[src/rtl/i2c_rb_pkg.sv]
package i2c_rb_pkg;

  typedef enum logic [3:0] {
    ST_IDLE,
    ST_ADDR,
    ST_ADDR_ACK,
    ST_PTR,
    ST_PTR_ACK,
    ST_WDATA,
    ST_WDATA_ACK,
    ST_RDATA,
    ST_RDATA_ACK,
    ST_IGNORE
  } state_e;

endpackage

[src/rtl/i2c_rb_line_sync.sv]
module i2c_rb_line_sync #(
  parameter int unsigned STAGES = 2
) (
  input  logic clk_i,
  input  logic rst_ni,
  input  logic scl_i,
  input  logic sda_i,
  output logic scl_o,
  output logic sda_o,
  output logic scl_rise_o,
  output logic scl_fall_o,
  output logic start_o,
  output logic stop_o
);

  localparam int unsigned LAST = STAGES - 1;

  logic [LAST:0] scl_ff, sda_ff;
  logic          scl_d, sda_d;

  generate
    if (STAGES == 1) begin : g_single
      always_ff @(posedge clk_i or negedge rst_ni) begin
        if (!rst_ni) begin
          scl_ff <= '1;
          sda_ff <= '1;
        end else begin
          scl_ff <= scl_i;
          sda_ff <= sda_i;
        end
      end
    end else begin : g_chain
      always_ff @(posedge clk_i or negedge rst_ni) begin
        if (!rst_ni) begin
          scl_ff <= '1;
          sda_ff <= '1;
        end else begin
          scl_ff <= {scl_ff[LAST-1:0], scl_i};
          sda_ff <= {sda_ff[LAST-1:0], sda_i};
        end
      end
    end
  endgenerate

  always_ff @(posedge clk_i or negedge rst_ni) begin
    if (!rst_ni) begin
      scl_d <= 1'b1;
      sda_d <= 1'b1;
    end else begin
      scl_d <= scl_ff[LAST];
      sda_d <= sda_ff[LAST];
    end
  end

  assign scl_o      = scl_ff[LAST];
  assign sda_o      = sda_ff[LAST];
  assign scl_rise_o = scl_o & ~scl_d;
  assign scl_fall_o = ~scl_o & scl_d;
  // SDA edges count as bus conditions only while SCL is steadily high
  assign start_o    = scl_o & scl_d & sda_d & ~sda_o;
  assign stop_o     = scl_o & scl_d & ~sda_d & sda_o;

endmodule

[src/rtl/i2c_rb_timeout.sv]
module i2c_rb_timeout #(
  parameter int unsigned LIMIT = 2_500_000
) (
  input  logic clk_i,
  input  logic rst_ni,
  input  logic sda_i,
  input  logic start_i,
  input  logic stop_i,
  output logic expired_o
);

  localparam int unsigned CW = $clog2(LIMIT + 1);

  logic [CW-1:0] cnt_q;
  logic          clear;

  assign clear = sda_i | start_i | stop_i;

  always_ff @(posedge clk_i or negedge rst_ni) begin
    if (!rst_ni)                     cnt_q <= '0;
    else if (clear)                  cnt_q <= '0;
    else if (cnt_q != CW'(LIMIT))    cnt_q <= cnt_q + 1'b1;
  end

  // single pulse on reaching the limit; counter saturates afterwards
  assign expired_o = !clear && (cnt_q == CW'(LIMIT - 1));

  assert_timeout_single_R10: assert property (@(posedge clk_i) disable iff (!rst_ni)
    expired_o |=> !expired_o);

endmodule

[src/rtl/i2c_rb_engine.sv]
module i2c_rb_engine
  import i2c_rb_pkg::*;
#(
  parameter logic [6:0] DEV_ADDR = 7'h5A,
  parameter int unsigned DW = 8
) (
  input  logic          clk_i,
  input  logic          rst_ni,
  input  logic          scl_i,
  input  logic          sda_i,
  input  logic          scl_rise_i,
  input  logic          scl_fall_i,
  input  logic          start_i,
  input  logic          stop_i,
  input  logic          timeout_i,
  input  logic [DW-1:0] rdata_i,
  output logic          sda_oe_o,
  output logic [DW-1:0] ptr_o,
  output logic [DW-1:0] wdata_o,
  output logic          we_o
);

  localparam int unsigned CNT_W = $clog2(DW + 1);
  localparam logic [CNT_W-1:0] FULL = CNT_W'(DW);

  state_e           state_q;
  logic [CNT_W-1:0] bit_cnt_q;
  logic [DW-1:0]    shreg_q, tx_q, ptr_q, wdata_q;
  logic             we_q, rw_q, mack_q;
  logic             byte_done;

  assign byte_done = scl_fall_i && (bit_cnt_q == FULL);

  always_ff @(posedge clk_i or negedge rst_ni) begin
    if (!rst_ni) begin
      state_q   <= ST_IDLE;
      bit_cnt_q <= '0;
      shreg_q   <= '0;
      tx_q      <= '0;
      ptr_q     <= '0;
      wdata_q   <= '0;
      we_q      <= 1'b0;
      rw_q      <= 1'b0;
      mack_q    <= 1'b0;
    end else begin
      we_q <= 1'b0;
      if (we_q) ptr_q <= ptr_q + 1'b1;

      if (timeout_i || stop_i) begin
        state_q <= ST_IDLE;
      end else if (start_i) begin
        state_q   <= ST_ADDR;
        bit_cnt_q <= '0;
      end else begin
        unique case (state_q)
          ST_ADDR, ST_PTR, ST_WDATA: begin
            if (scl_rise_i) begin
              shreg_q   <= {shreg_q[DW-2:0], sda_i};
              bit_cnt_q <= bit_cnt_q + 1'b1;
            end else if (byte_done) begin
              bit_cnt_q <= '0;
              if (state_q == ST_ADDR) begin
                if (shreg_q[DW-1:1] == DEV_ADDR) begin
                  rw_q    <= shreg_q[0];
                  state_q <= ST_ADDR_ACK;
                end else begin
                  state_q <= ST_IGNORE;
                end
              end else if (state_q == ST_PTR) begin
                ptr_q   <= shreg_q;
                state_q <= ST_PTR_ACK;
              end else begin
                wdata_q <= shreg_q;
                we_q    <= 1'b1;
                state_q <= ST_WDATA_ACK;
              end
            end
          end
          ST_ADDR_ACK: begin
            if (scl_fall_i) begin
              if (rw_q) begin
                tx_q    <= rdata_i;
                state_q <= ST_RDATA;
              end else begin
                state_q <= ST_PTR;
              end
            end
          end
          ST_PTR_ACK, ST_WDATA_ACK: begin
            if (scl_fall_i) state_q <= ST_WDATA;
          end
          ST_RDATA: begin
            if (scl_rise_i) begin
              bit_cnt_q <= bit_cnt_q + 1'b1;
            end else if (byte_done) begin
              bit_cnt_q <= '0;
              ptr_q     <= ptr_q + 1'b1;
              state_q   <= ST_RDATA_ACK;
            end else if (scl_fall_i) begin
              tx_q <= {tx_q[DW-2:0], 1'b0};
            end
          end
          ST_RDATA_ACK: begin
            if (scl_rise_i) begin
              mack_q <= ~sda_i;
            end else if (scl_fall_i) begin
              if (mack_q) begin
                tx_q    <= rdata_i;
                state_q <= ST_RDATA;
              end else begin
                state_q <= ST_IGNORE;
              end
            end
          end
          default: ;
        endcase
      end
    end
  end

  always_comb begin
    unique case (state_q)
      ST_ADDR_ACK, ST_PTR_ACK, ST_WDATA_ACK: sda_oe_o = 1'b1;
      ST_RDATA:                              sda_oe_o = ~tx_q[DW-1];
      default:                               sda_oe_o = 1'b0;
    endcase
  end

  assign ptr_o   = ptr_q;
  assign wdata_o = wdata_q;
  assign we_o    = we_q;

  assert_we_advances_ptr_R3: assert property (@(posedge clk_i) disable iff (!rst_ni)
    we_q |=> (ptr_q == $past(ptr_q) + 1'b1));

  assert_we_single_cycle_R3: assert property (@(posedge clk_i) disable iff (!rst_ni)
    we_q |=> !we_q);

  assert_rdata_stable_scl_high_R5: assert property (@(posedge clk_i) disable iff (!rst_ni)
    (state_q == ST_RDATA && $past(state_q) == ST_RDATA && scl_i && $past(scl_i))
      |-> $stable(sda_oe_o));

  assert_stop_releases_R9: assert property (@(posedge clk_i) disable iff (!rst_ni)
    stop_i |=> !sda_oe_o);

  assert_timeout_releases_R10: assert property (@(posedge clk_i) disable iff (!rst_ni)
    timeout_i |=> !sda_oe_o);

endmodule

[src/rtl/i2c_regbank_slave.sv]
module i2c_regbank_slave #(
  parameter logic [6:0]  DEV_ADDR       = 7'h5A,
  parameter int unsigned SYNC_STAGES    = 2,
  parameter int unsigned TIMEOUT_CYCLES = 2_500_000
) (
  input  logic       clk_i,
  input  logic       rst_ni,
  input  logic       scl_i,
  input  logic       sda_i,
  output logic       sda_oe_o,
  output logic [7:0] reg_addr_o,
  output logic [7:0] reg_wdata_o,
  output logic       reg_we_o,
  input  logic [7:0] reg_rdata_i
);

  logic scl_s, sda_s, scl_rise, scl_fall, start, stop, timeout;

  i2c_rb_line_sync #(.STAGES(SYNC_STAGES)) u_sync (
    .clk_i      (clk_i),
    .rst_ni     (rst_ni),
    .scl_i      (scl_i),
    .sda_i      (sda_i),
    .scl_o      (scl_s),
    .sda_o      (sda_s),
    .scl_rise_o (scl_rise),
    .scl_fall_o (scl_fall),
    .start_o    (start),
    .stop_o     (stop)
  );

  i2c_rb_timeout #(.LIMIT(TIMEOUT_CYCLES)) u_timeout (
    .clk_i     (clk_i),
    .rst_ni    (rst_ni),
    .sda_i     (sda_s),
    .start_i   (start),
    .stop_i    (stop),
    .expired_o (timeout)
  );

  i2c_rb_engine #(.DEV_ADDR(DEV_ADDR), .DW(8)) u_engine (
    .clk_i      (clk_i),
    .rst_ni     (rst_ni),
    .scl_i      (scl_s),
    .sda_i      (sda_s),
    .scl_rise_i (scl_rise),
    .scl_fall_i (scl_fall),
    .start_i    (start),
    .stop_i     (stop),
    .timeout_i  (timeout),
    .rdata_i    (reg_rdata_i),
    .sda_oe_o   (sda_oe_o),
    .ptr_o      (reg_addr_o),
    .wdata_o    (reg_wdata_o),
    .we_o       (reg_we_o)
  );

endmodule

[config.mk]
export PLATFORM = sky130hd
export DESIGN_NAME = i2c_regbank_slave
export DESIGN_NICKNAME = d
export VERILOG_FILES = /design/src/rtl/i2c_rb_pkg.sv /design/src/rtl/i2c_rb_line_sync.sv /design/src/rtl/i2c_rb_timeout.sv /design/src/rtl/i2c_rb_engine.sv /design/src/rtl/i2c_regbank_slave.sv
export SDC_FILE = /design/constraint.sdc
export NUM_CORES = 1
export LEC_CHECK = 0
export CORE_MARGIN = 2
export CORE_UTILIZATION = 57
export DETAILED_ROUTE_END_ITERATION = 7
export DONT_BUFFER_PORTS = 1
export PLACE_DENSITY = 0.75
export SLEW_MARGIN = 20
export SYNTH_ARGS = -nofsm -noshare
export SYNTH_HDL_FRONTEND = slang
export SYNTH_SLANG_ARGS = --single-unit
[constraint.sdc]
create_clock -name clk_i -period 2.15 [get_ports clk_i]
set_input_delay 0 -clock clk_i [delete_from_list [all_inputs] [get_ports clk_i]]
set_output_delay 0 -clock clk_i [all_outputs]
set_load 0.005 [all_outputs]
# == Word-level counts from Yosys, hierarchy flattened ==
# Cells that the tools add are included.
# totals
regBits,71
inputBits,12
out_inout_bits,18
wordCells,133
# op_classes
add_sub_neg,3
eq_ne,28
mux,49
bitwise_logic,19
n_reduce_logical,20
# ops
operator,n
8-bit 2-to-1 mux,17
4-bit 2-to-1 mux,17
22-bit 2-to-1 mux,2
8-bit one-hot mux with 3 select lines,1
22-bit by 1-bit adder with 22-bit output (second input constant),1
22-bit equality test (second input constant),1
22-bit inequality test (second input constant),1
4-bit by 2-bit inequality test with 1-bit output (second input constant),5
4-bit one-hot mux with 5 select lines,1
4-bit by 3-bit equality test with 1-bit output (second input constant),4
8-bit one-hot mux with 2 select lines,1
7-bit AND reduction,2
4-bit by 3-bit inequality test with 1-bit output (second input constant),3
11-bit AND reduction,1
2-bit by 1-bit inequality test with 1-bit output (second input constant),5
1-bit inverter,10
9-bit AND reduction,1
8-bit by 1-bit adder with 8-bit output (second input constant),1
4-bit by 2-bit equality test with 1-bit output (second input constant),2
4-bit equality test (second input constant),2
4-bit AND reduction,2
1-bit AND,7
7-bit equality test (second input constant),1
1-bit 2-to-1 mux,7
other kinds (17),24

# == Depth between registers and ports, before layout ==
# depth
ltp_word,10
ltp_mapped,8
ltp_nobuf,7

# == By module ==
# A second synthesis with hierarchy kept.
# hier_totals
hier_cells,399
area_unflattened_um2,3946.3
# modules_own_cells
module,n_inst,cells_per_inst,area_per_inst_um2,seq_area_each_um2
i2c_rb_engine,1,257,2552.4,1076.0
i2c_rb_timeout,1,132,1203.7,550.5
i2c_rb_line_sync,1,10,190.2,157.7

# == Least setup slack after synthesis ==
# OpenSTA, ideal clock, no wires.
# synth_timing
kind,flip-flop to flip-flop
from,register u_engine.bit_cnt_q[0]
to,register u_engine.state_q[0]
setup_time_ns,0.125
arrival_ns,1.959
required_time_ns,2.025
setup_slack_ns,0.066
path_stages_with_launch,8
n_path_buf,0
period_less_slack_ns,2.084
path_cell_list,dfrtp_1 -> inv_1 -> ha_1 -> and3b_1 -> and2_0 -> a311o_1 -> nor3_2 -> mux2_2
# synth_via
elab_chain_cells,4
word_cells_on_any_way,5
classes_between,eq/ne (3); reduce/logical (2)
# synth_lines
item,line_no,text
from (decl),i2c_rb_engine.sv:27,logic [CNT_W-1:0] bit_cnt_q;
from (signal assigned),i2c_rb_engine.sv:59,bit_cnt_q <= bit_cnt_q + 1'b1;
from (signal assigned),i2c_rb_engine.sv:94,bit_cnt_q <= bit_cnt_q + 1'b1;
4-bit equality test (*),i2c_rb_engine.sv:32,assign byte_done = scl_fall_i && (bit_cnt_q == FULL);
1-bit logical AND (*),i2c_rb_engine.sv:32,
4-bit by 2-bit inequality test with 1-bit output (no source line),--,
9-bit AND reduction (no source line) (*),--,
to (signal assigned),i2c_rb_engine.sv:36,state_q <= ST_IDLE;
to (signal assigned),i2c_rb_engine.sv:50,state_q <= ST_IDLE;
to (signal assigned),i2c_rb_engine.sv:52,state_q <= ST_ADDR;
to (decl),i2c_rb_engine.sv:26,state_e state_q;
# Every way passes the cells marked *; elsewhere a longest branch is shown, timed or not.
# A chain may end at the register's enable or synchronous reset.

# == Worst setup path in the final report ==
# layout_timing
from,register u_engine.bit_cnt_q[1]
to,register u_engine.state_q[3]
# The elaborated chain is that of the path after synthesis.

==> flow_summary.toml <==
[status]
status = "completed"

[yosys]
synth.distinct_cells = 55
ys_top_cells_by_count = "dfrtp_1 (65), nor2_1 (40), nand2_1 (39)"
yosysWarnings = 0
syn-instance-count = 384
async_flop_share_pct = 100.0
netlist.area_leader.share_pct = 42.24
postSynthAreaPerCell_um2 = 10.03
ys_seq_area_share_pct = 46.33
synth_ff_type = "dfrtp_1"
synth_nets = 401
ys_ff_latch = 71
synth_edf_count = 0
yosysMostFrequentCell = "dfrtp_1"
synth_top_area_cell = "dfrtp_1"
netlist_area_um2 = 3851
synth_area_leaders = "dfrtp_1 (42%), mux2_2 (8.2%), dfstp_2 (4.1%)"

[flow_run]
maxCapViolCount = 0

[timing]
rsz0062_at_grt = "yes"
fin_ws_ns = 0.08697
worst_pin_slew_ns = 0.4982
period_share_pct = 95.95
fmax_ghz = 0.4847
final.min_clock_period_ns = 2.063
relSlewSlack_pct = 66.72
maxSlewViolCount = 0
finClkSkew_ns = 0.01379
finalSetupViolCount = 0
hold_viol_final = 0
finalSetupTns_ns = 0

[placed_design]
gp_congestion = 0.8767
placed_cell_area_um2 = 4080
dp_hpwl_um = 5616
io_buffers = 0
dpl_worst_slack_ns = 0.005947

[die]
dieArea_um2 = 7430
die_w_um = 86.20
rows = 29
initial_utilization_pct = 59.63
core_um2 = 6459
fp.dieH_um = 86.20
io_pins = 30

[routing]
routed_via_density = 6.054
drcViolationCount = 0
wl_um = 8403
firstDrtPassIters = 6
drt_iter0_markers = 219
vias = 3009
post_drt_wl_per_cell_um = 16.91
drtAntennaViolNets = 0

[clocking]
clk_latency_ns = 0.35
cts_tree = "yes"
numCtsBuffers = 9
cts_buffer_depth = 2
h-tree-depth = 3
clkSinkCount = 71
cts_setup_buffers = 0
root_buffer = "clkbuf_8"
path_clk_slew_ns = 0.08

[global_route]
grt_pass1_wl_um = 14490
grt_max_degree = 72
grt_pass1_vias = 3049
antenna_found_initial = 0
grt_overflow = 0
track_usage_pct = 24.61

[layout]
drive_above_1_share_pct = 21.43
antenna_cells = 0
fin_area_um2 = 4467
nets = 432
synthToLayoutAreaGrowth_pct = 15.98

[pwr]
p_per_area_nw_per_um2 = 906.1
irDropWorstVdd_mv = 0.5978
finalPower_mw = 4.047
p_leak_nw = 1.922

[critical_path]
path_class = "reg2reg"
end_kind = "flip-flop"
cp-start-kind = "flip-flop"
cp_max_fo = 4
worst_ep_arrival_time_ns = 2.29
required_ns = 2.38

[min_path]
hold_path_class = "in2async"
==> worst max-delay path: stages (launching register included) <==
cell     delay [ns]
dfrtp_1        0.39
inv_1          0.06
ha_1           0.20
and3b_1        0.22
and2_4         0.16
a311o_1        0.32
nor3_4         0.24
mux2_2         0.36
==> timing repair <==
| item | CTS | global route |
|---|---|---|
| gates resized for setup | 1 | 5 |
| endpoints found under the hold margin | 81 | 0 |
| cloned | 0 | 0 |
| hold buffers | 12 | 0 |
| pin swaps | 0 | 2 |
| endpoints found under the setup margin | 3 | 37 |
==> layout by cell type, fill, tap and decap left out, types with 6 or more instances in the layout <==
master / n
a21oi_1: 8
buf_4: 25
clkbuf_8: 10
dfrtp_1: 65
dfstp_2: 6
dlygate4sd3_1: 11
inv_1: 10
mux2_2: 28
mux2i_1: 7
nand2_1: 39
nand3_1: 14
nor2_1: 40
nor3_1: 12
nor3b_1: 6
o21ai_0: 7
o22ai_1: 8
xnor2_1: 18
xor2_1: 13
==> flip-flops by register name, summed over array words and instances (netlist names) <==
name and flops:
u_engine.rw_q 1, u_engine.ptr_o 8, u_engine.we_o 1, u_engine.tx_q 8, u_sync.scl_ff 2, u_sync.sda_ff 2, u_timeout.cnt_q 22, u_engine.wdata_o 8
u_engine.bit_cnt_q 4, u_engine.mack_q 1, u_engine.state_q 4, u_engine.shreg_q 8, u_sync.scl_d 1, u_sync.sda_d 1
==> routing by layer <==
layer,wire (µm),GRT usage [%],share of wire [%]
met1,3698,32.51,44
met2,4127,40.66,49
met3,482,6.381,5.7
met4,95,6.676,1.1
met5,0,0,0
==> cells by family after synthesis <==
logic type	count (synthesis)	share of synthesized area (%)
adders and majority gates	5	1.624
AOI/OAI and AO/OA	45	8.512
DFF	71	46.33
muxes	35	10.01
and+or+nand+nor	169	23.39
buffers and inverters	28	3.086
xor gates and xnor gates	31	7.050
==> where the power goes <==
group | switching, mW | leakage, nW | internal, mW
Clock | 0.526 | 0.117 | 0.691
Combinational | 0.559 | 0.866 | 0.537
Sequential | 0.203 | 0.939 | 1.53
==> stage by stage <==
| step | util, % | hold WS [ns] | cells |
|---|---|---|---|
| 6_report | 69.16 | 0.1927 | 497 |
| 5_1_grt | 69.16 | 0.1785 | 497 |
| 4_1_cts | 68.95 | 0.1860 | 497 |
| 3_5_place_dp | 63.17 | -0.2924 | 469 |
| 3_3_place_gp | 63.17 | -0.2933 | 469 |
| 2_1_floorplan | - | -0.2956 | 384 |
==> final cells by class <==
type / count / area (µm²)
clock inverter: 6 / 91.34
fill: 489 / 1992
inverter: 10 / 37.54
sequential: 71 / 1784
tap: 77 / 96.34
multi-input combinational: 285 / 1974
clock buffer: 10 / 137.6
timing repair buffer: 38 / 345.3
==> final timing paths <==
path | cells past startpoint | end | start | slack, ns
max | 7 | u_engine.state_q[3]$_DFFE_PN0P_ | u_engine.bit_cnt_q[1]$_DFFE_PN0P_ | 0.09
min | 2 | u_engine.tx_q[5]$_DFFE_PN0P_ | rst_ni | 0.19
max reg2reg | 7 | u_engine.state_q[3]$_DFFE_PN0P_ | u_engine.bit_cnt_q[1]$_DFFE_PN0P_ | 0.09
min reg2reg | 0 | u_sync.sda_ff[1]$_DFF_PN1_ | u_sync.sda_ff[0]$_DFF_PN1_ | 0.36
max in group asynchronous | 2 | u_sync.sda_d$_DFF_PN1_ | rst_ni | 1.60
min in group clk_i | 1 | u_sync.scl_ff[0]$_DFF_PN1_ | scl_i | 0.20
(Power assumes the default switching activity.)
